**src/rtl/kw_pkg.sv**
```systemverilog
package kw_pkg;
  localparam int KW_PASSES = 6;

  typedef enum logic [2:0] {
    ST_IDLE,
    ST_RD,
    ST_LAT,
    ST_REQ,
    ST_WAIT
  } kw_state_e;
endpackage

```
**src/rtl/kw_step_ctr.sv**
```systemverilog
module kw_step_ctr #(
  parameter int CNT_W = 10,
  parameter int T_W   = 12,
  parameter int J_W   = 3
) (
  input  logic             clk,
  input  logic             rst_n,
  input  logic             init,
  input  logic             adv,
  input  logic             init_uw,
  input  logic             run_uw,
  input  logic [CNT_W-1:0] n_init,
  input  logic [CNT_W-1:0] n_lim,
  output logic [CNT_W-1:0] i_q,
  output logic [J_W-1:0]   j_q,
  output logic [T_W-1:0]   t_q,
  output logic             last
);
  import kw_pkg::*;

  localparam logic [J_W-1:0]   J_TOP = J_W'(KW_PASSES - 1);
  localparam logic [CNT_W-1:0] I_ONE = CNT_W'(1);

  logic [CNT_W-1:0] i_d;
  logic [J_W-1:0]   j_d;
  logic [T_W-1:0]   t_d;
  logic [T_W-1:0]   n_ext;
  logic [T_W-1:0]   six_n;
  logic             ctr_en;

  assign n_ext  = T_W'(n_init);
  assign six_n  = (n_ext << 2) + (n_ext << 1);
  assign ctr_en = init | adv;

  assign last = run_uw ? ((j_q == '0) && (i_q == I_ONE))
                       : ((j_q == J_TOP) && (i_q == n_lim));

  always_comb begin
    i_d = i_q;
    j_d = j_q;
    t_d = t_q;
    if (init) begin
      if (init_uw) begin
        i_d = n_init;
        j_d = J_TOP;
        t_d = six_n;
      end else begin
        i_d = I_ONE;
        j_d = '0;
        t_d = T_W'(1);
      end
    end else if (adv) begin
      if (run_uw) begin
        t_d = t_q - T_W'(1);
        if (i_q == I_ONE) begin
          i_d = n_lim;
          j_d = j_q - J_W'(1);
        end else begin
          i_d = i_q - I_ONE;
        end
      end else begin
        t_d = t_q + T_W'(1);
        if (i_q == n_lim) begin
          i_d = I_ONE;
          j_d = j_q + J_W'(1);
        end else begin
          i_d = i_q + I_ONE;
        end
      end
    end
  end

  always_ff @(posedge clk or negedge rst_n) begin
    if (!rst_n) begin
      i_q <= '0;
      j_q <= '0;
      t_q <= '0;
    end else if (ctr_en) begin
      i_q <= i_d;
      j_q <= j_d;
      t_q <= t_d;
    end
  end
endmodule

```
**src/rtl/kw_ctrl.sv**
```systemverilog
module kw_ctrl (
  input  logic clk,
  input  logic rst_n,
  input  logic go,
  input  logic cph_ready,
  input  logic last,
  output logic mem_rd,
  output logic cap,
  output logic cph_start,
  output logic wb,
  output logic adv,
  output logic fin,
  output logic busy
);
  import kw_pkg::*;

  kw_state_e st_q;
  kw_state_e st_d;

  always_comb begin
    st_d = st_q;
    case (st_q)
      ST_IDLE: if (go) st_d = ST_RD;
      ST_RD:   st_d = ST_LAT;
      ST_LAT:  st_d = ST_REQ;
      ST_REQ:  st_d = ST_WAIT;
      ST_WAIT: if (cph_ready) st_d = last ? ST_IDLE : ST_RD;
      default: st_d = ST_IDLE;
    endcase
  end

  always_ff @(posedge clk or negedge rst_n) begin
    if (!rst_n) st_q <= ST_IDLE;
    else        st_q <= st_d;
  end

  assign busy      = (st_q != ST_IDLE);
  assign mem_rd    = (st_q == ST_RD);
  assign cap       = (st_q == ST_LAT);
  assign cph_start = (st_q == ST_REQ);
  assign wb        = (st_q == ST_WAIT) && cph_ready;
  assign adv       = wb && !last;
  assign fin       = wb && last;
endmodule

```
**src/rtl/kw_round_seq.sv**
```systemverilog
module kw_round_seq #(
  parameter int BLK_W    = 64,
  parameter int MAX_BLKS = 512,
  parameter int KEY_W    = 256
) (
  input  logic                              clk,
  input  logic                              rst_n,
  input  logic                              start,
  input  logic                              unwrap,
  input  logic [$clog2(MAX_BLKS+1)-1:0]     blk_cnt,
  input  logic [KEY_W-1:0]                  key,
  input  logic                              key_wide,
  input  logic                              a_load,
  input  logic [BLK_W-1:0]                  a_load_val,
  output logic [BLK_W-1:0]                  a_val,
  output logic                              busy,
  output logic                              done,
  output logic                              mem_rd,
  output logic                              mem_we,
  output logic [$clog2(MAX_BLKS)-1:0]       mem_addr,
  output logic [BLK_W-1:0]                  mem_wdata,
  input  logic [BLK_W-1:0]                  mem_rdata,
  output logic                              cph_start,
  output logic                              cph_decrypt,
  output logic                              cph_key_wide,
  output logic [KEY_W-1:0]                  cph_key,
  output logic [2*BLK_W-1:0]                cph_din,
  input  logic                              cph_ready,
  input  logic [2*BLK_W-1:0]                cph_dout
);
  import kw_pkg::*;

  localparam int CNT_W = $clog2(MAX_BLKS + 1);
  localparam int IDX_W = $clog2(MAX_BLKS);
  localparam int T_W   = $clog2(KW_PASSES * MAX_BLKS + 1);
  localparam int J_W   = $clog2(KW_PASSES);

  logic [CNT_W-1:0] n_q;
  logic             uw_q;
  logic             wide_q;
  logic [KEY_W-1:0] key_q;
  logic [BLK_W-1:0] a_q;
  logic [BLK_W-1:0] a_d;
  logic [BLK_W-1:0] blk_q;
  logic             done_q;
  logic             done_d;

  logic             go;
  logic             cap;
  logic             wb;
  logic             adv;
  logic             fin;
  logic             len_ok;
  logic             a_en;
  logic [CNT_W-1:0] i_q;
  logic [J_W-1:0]   j_q;
  logic [T_W-1:0]   t_q;
  logic             last;
  logic [BLK_W-1:0] t_ext;
  logic [BLK_W-1:0] a_in;

  assign len_ok = (blk_cnt != '0) && (blk_cnt <= CNT_W'(MAX_BLKS));
  assign go     = start && !busy && len_ok;

  kw_ctrl u_ctrl (
    .clk       (clk),
    .rst_n     (rst_n),
    .go        (go),
    .cph_ready (cph_ready),
    .last      (last),
    .mem_rd    (mem_rd),
    .cap       (cap),
    .cph_start (cph_start),
    .wb        (wb),
    .adv       (adv),
    .fin       (fin),
    .busy      (busy)
  );

  kw_step_ctr #(
    .CNT_W (CNT_W),
    .T_W   (T_W),
    .J_W   (J_W)
  ) u_step (
    .clk     (clk),
    .rst_n   (rst_n),
    .init    (go),
    .adv     (adv),
    .init_uw (unwrap),
    .run_uw  (uw_q),
    .n_init  (blk_cnt),
    .n_lim   (n_q),
    .i_q     (i_q),
    .j_q     (j_q),
    .t_q     (t_q),
    .last    (last)
  );

  // job configuration, captured once per accepted start
  always_ff @(posedge clk or negedge rst_n) begin
    if (!rst_n) begin
      n_q    <= '0;
      uw_q   <= 1'b0;
      wide_q <= 1'b0;
      key_q  <= '0;
    end else if (go) begin
      n_q    <= blk_cnt;
      uw_q   <= unwrap;
      wide_q <= key_wide;
      key_q  <= key;
    end
  end

  // block fetched from memory, held for the request
  always_ff @(posedge clk or negedge rst_n) begin
    if (!rst_n)   blk_q <= '0;
    else if (cap) blk_q <= mem_rdata;
  end

  assign t_ext = BLK_W'(t_q);
  assign a_in  = uw_q ? (a_q ^ t_ext) : a_q;

  // integrity register: software load when idle, step result when busy
  assign a_en = (a_load && !busy) || wb;

  always_comb begin
    if (wb) a_d = uw_q ? cph_dout[2*BLK_W-1:BLK_W]
                       : (cph_dout[2*BLK_W-1:BLK_W] ^ t_ext);
    else    a_d = a_load_val;
  end

  always_ff @(posedge clk or negedge rst_n) begin
    if (!rst_n)    a_q <= '0;
    else if (a_en) a_q <= a_d;
  end

  always_comb begin
    done_d = done_q;
    if (go)       done_d = 1'b0;
    else if (fin) done_d = 1'b1;
  end

  always_ff @(posedge clk or negedge rst_n) begin
    if (!rst_n) done_q <= 1'b0;
    else        done_q <= done_d;
  end

  assign a_val        = a_q;
  assign done         = done_q;
  assign mem_we       = wb;
  assign mem_addr     = IDX_W'(i_q - CNT_W'(1));
  assign mem_wdata    = cph_dout[BLK_W-1:0];
  assign cph_decrypt  = uw_q;
  assign cph_key_wide = wide_q;
  assign cph_key      = key_q;
  assign cph_din      = {a_in, blk_q};
endmodule

```
**config.mk**
```make
export PLATFORM = sky130hd
export DESIGN_NAME = kw_round_seq
export DESIGN_NICKNAME = d
export VERILOG_FILES = /design/src/rtl/kw_pkg.sv /design/src/rtl/kw_step_ctr.sv /design/src/rtl/kw_ctrl.sv /design/src/rtl/kw_round_seq.sv
export SDC_FILE = /design/constraint.sdc
export NUM_CORES = 1
export LEC_CHECK = 0
export ABC_AREA = 1
export CORE_AREA = 8 8 411 413
export DETAILED_ROUTE_END_ITERATION = 8
export DIE_AREA = 0 0 419 421
export GPL_TIMING_DRIVEN = 1
export HOLD_SLACK_MARGIN = 0.03
export PLACE_DENSITY = 0.34
export SETUP_SLACK_MARGIN = 0.15
export SLEW_MARGIN = 30
export SYNTH_ARGS = -nofsm -noshare
export SYNTH_HDL_FRONTEND = slang
export SYNTH_HIERARCHICAL = 1
export SYNTH_SLANG_ARGS = --single-unit
```
**constraint.sdc**
```tcl
create_clock -name clk -period 2.9 [get_ports clk]
set_input_delay 0.58 -clock clk [delete_from_list [all_inputs] [get_ports clk]]
set_output_delay 0.58 -clock clk [all_outputs]
set_load 0.01 [all_outputs]
```
==> impl_metrics.py <==
metrics = {
    "logic_synthesis": {
        "yosys_warnings": 6,
        "synth.cell_area_um2": 21000,
        "synth_top_cell_by_area": "dfrtp_1",
        "synth_edf_count": 0,
        "synth_fp_nets": 2986,
        "async_reset_ff_frac": 1.00,
        "syn_area_per_cell_um2": 8.62,
        "synth_ff_type": "dfrtp_1",
        "synth_top_area_frac": 0.508,
        "yosys-top-cells-count": "857 x nand2_1, 425 x dfrtp_1, 282 x nand4_1",
        "ys_seq_elements": 425,
        "yosysMostFrequentCell": "nand2_1",
        "synth_cells": 2431,
        "synth-seq-area-share": 0.508,
        "synth_area_leaders": "dfrtp_1 51%, nand2_1 15%, nand4_1 8.4%, buf_4 4.5%, mux2_2 3.4%",
        "synth_cell_type_count": 44,
    },
    "clock_network": {
        "clk_pin_slew_ns": 0.06,
        "cts_tree": "done",
        "clkSinkCount": 425,
        "cts-root-buf": "clkbuf_16",
        "clock_path_buffers": 3,
        "h-tree-depth": 2,
        "cts_buffers": 61,
        "clk_latency_ns": 0.66,
    },
    "finish": {
        "drive_gt1_frac": 0.100,
        "fin_nets": 3800,
        "finalNonFillerCells": 5483,
        "fillers": 17856,
        "syn2layout_area_growth_pct": 65.5,
        "multi_input_area_um2": 8350,
        "regArea_um2": 10600,
    },
    "floorplan": {
        "num_rows": 148,
        "die_x_um": 419,
        "die_y_um": 421,
        "floorplan.initialDensity": 0.129,
        "die_area_um2": 176000,
        "core-area_um2": 162000,
        "top_level_ports": 1057,
    },
    "critical_path": {
        "crit_type": "flop to output port",
        "r2r_cells": 14,
        "r2r-start": "u_step/i_q[0]",
        "critPathLaunchType": "flop",
        "cp_max_fo": 16,
        "worstPathRequired_ns": 2.32,
        "crit_path_end_kind": "output port",
        "arrival_ns": 2.07,
        "crit_start": "cph_decrypt",
    },
    "power": {
        "switchingPower_mw": 14.2,
        "power_density_nw_per_um2": 1050,
        "peakVddDrop_mv": 0.552,
        "power_mw": 36.5,
        "seqPwrFrac": 0.299,
        "swShare": 0.390,
        "combPwrFrac": 0.486,
        "leakage_nw": 15.3,
        "p_int_mw": 22.3,
        "clkPwrFrac": 0.215,
    },
    "timing": {
        "slew_viol_final": 0,
        "whs_ns": 0.466,
        "worstMarginPinSlew_ns": 0.791,
        "fin_crit_sh": 0.914,
        "max_freq_mhz": 377,
        "finalCriticalPeriod_ns": 2.65,
        "grt_setup_unrepaired": "yes",
        "slew_headroom": 0.473,
        "hold_viol_final": 0,
        "setup_viol": 0,
        "clock-skew-final_ns": 0.0319,
    },
    "min_path": {
        "whs_path_depth": 2,
        "hp-start": "cph_key[240]",
        "min_path_type": "flop to flop",
    },
    "detailed_routing": {
        "drt_iter0_drc": 1222,
        "remaining_drc_errors": 0,
        "drt-total-wl_mm": 118,
        "dr.pass1.iters": 5,
        "wl_per_cell_um": 21.6,
        "viasPerCell": 3.68,
        "ant_nets": 0,
        "routed-via-count": 20151,
    },
    "grt": {
        "antenna_found_initial": 31,
        "grt_max_degree": 101,
        "grt_pass1_vias": 21035,
        "grt_usage": 0.127,
        "overflow": 0,
        "grt_pass1_wl_mm": 166,
    },
    "flow_run": {
        "cap_viol_max_count": 0,
    },
    "placed_design": {
        "dpl.hpwl_mm": 90.8,
        "portBuffers": 928,
        "dp.cells": 5353,
        "gp_congestion": 0.800,
    },
    "status": {
        "status": "finished clean",
    },
}
path summary, 6_finish.rpt:
kind | to | slack (ns)
setup reg to reg | u_step/i_q[9] | 0.42
hold / removal | cph_key[240] | 0.47
hold reg to reg | cph_key[240] | 0.47
max in group asynchronous | cph_key[81] | 1.46
min in group asynchronous | a_val[14] | 0.51
setup / recovery | cph_din[68] | 0.25
kinds of logic after synthesis:
kind of cell / after synthesis / share of synthesized area
and+or+nand+nor: 1335 / 0.284
DFF: 425 / 0.508
buffers and inverters: 390 / 0.0965
AOI/OAI and AO/OA: 151 / 0.0445
muxes: 64 / 0.0344
xor gates and xnor gates: 40 / 0.0167
adders and majority gates: 26 / 0.0166
power groups by stage:
stage / registers, mW / logic (mW) / clock network, mW
after detailed placement: 11.0 / 18.2 / 0
after floorplan: 11.7 / 6.88 / 0
final: 10.9 / 17.7 / 7.86
after CTS: 10.9 / 18.2 / 8.21
after global placement: 11.0 / 18.2 / 0
after global routing: 11.3 / 19.3 / 8.44
metrics by stage:
step | worst slack (ns) | util | area [um2] | setup TNS, ns
after CTS | 0.152 | 0.214 | 34600 | 0
after global placement | 0.00924 | 0.200 | 32500 | 0
after detailed placement | -0.0117 | 0.200 | 32500 | -0.0117
after global routing | 0.144 | 0.214 | 34700 | 0
after floorplan | 0.392 | - | 21000 | 0
final | 0.250 | 0.214 | 34700 | 0
per-layer routing:
layer,vias up,global-route usage,part of all wire
met1,9692,0.147,0.39
met3,161,0.0490,0.092
li1,9627,-,-
met2,651,0.217,0.48
met5,-,0.00738,0.0024
met4,20,0.0380,0.030
cells in the final DEF, fill, tap and decap left out, drive strengths merged:
| cell type | netlist | final |
|---|---|---|
| nand4 | 284 | 284 |
| ha | 23 | 23 |
| inv | 108 | 110 |
| nand3b | 3 | 3 |
| nand3 | 49 | 49 |
| o21ai | 31 | 31 |
| nand2 | 863 | 863 |
| a21oi | 48 | 48 |
| o21bai | 2 | 2 |
| buf | 189 | 105 |
| o21a | 1 | 1 |
| clkinv | 2 | 15 |
| mux2 | 64 | 64 |
| diode | 0 | 14 |
| clkbuf | 91 | 88 |
| dlygate4sd2 | 0 | 10 |
| dlymetal6s2s | 0 | 4 |
| xor2 | 34 | 34 |
| dlygate4sd3 | 0 | 1 |
| clkinvlp | 0 | 3 |
| clkdlybuf4s50 | 0 | 910 |
| fa | 3 | 3 |
| dfrtp | 425 | 425 |
| xnor2 | 6 | 6 |
| nor2 | 128 | 128 |
| o22ai | 1 | 1 |
| nor3 | 4 | 4 |
| o31ai | 1 | 1 |
| clkdlybuf4s15 | 0 | 1 |
| o221ai | 11 | 11 |
| a21o | 1 | 1 |
| a21boi | 1 | 1 |
| a31oi | 54 | 54 |
| bufinv | 0 | 6 |
| or2 | 4 | 4 |
sequential cells by signal, summed over array words and instances, names as in the netlist:
register      count
cph_key_wide      1
u_step/j_q        3
cph_key         256
u_ctrl/st_q       3
u_step/t_q       12
cph_decrypt       1
blk_q            64
a_val            64
n_q              10
done              1
u_step/i_q       10
cell type report:
cell class / count / area share
antenna: 14 / 0.00101
multi-input combinational: 1616 / 0.241
clock buffer: 88 / 0.0507
inverter: 110 / 0.0120
tap: 2175 / 0.0785
timing repair buffer: 1031 / 0.301
clock inverter: 24 / 0.00938
sequential: 425 / 0.307
what timing repair did:
item | CTS | global route
buffers inserted | 3 | 0
hold buffers | 1 | 0
resized for setup | 31 | 11
gates cloned | 0 | 0
pin swaps | 1 | 0
hold endpoints to repair | 38 | 0
setup endpoints to repair | 21 | 12
critical path: stages (launching register included):
cell and delay, ns:
dfrtp_2 0.43, buf_12 0.17, nand2_1 0.07, xor2_1 0.15, inv_1 0.06, clkdlybuf4s50_1 0.54
(Power assumes the default switching activity.)
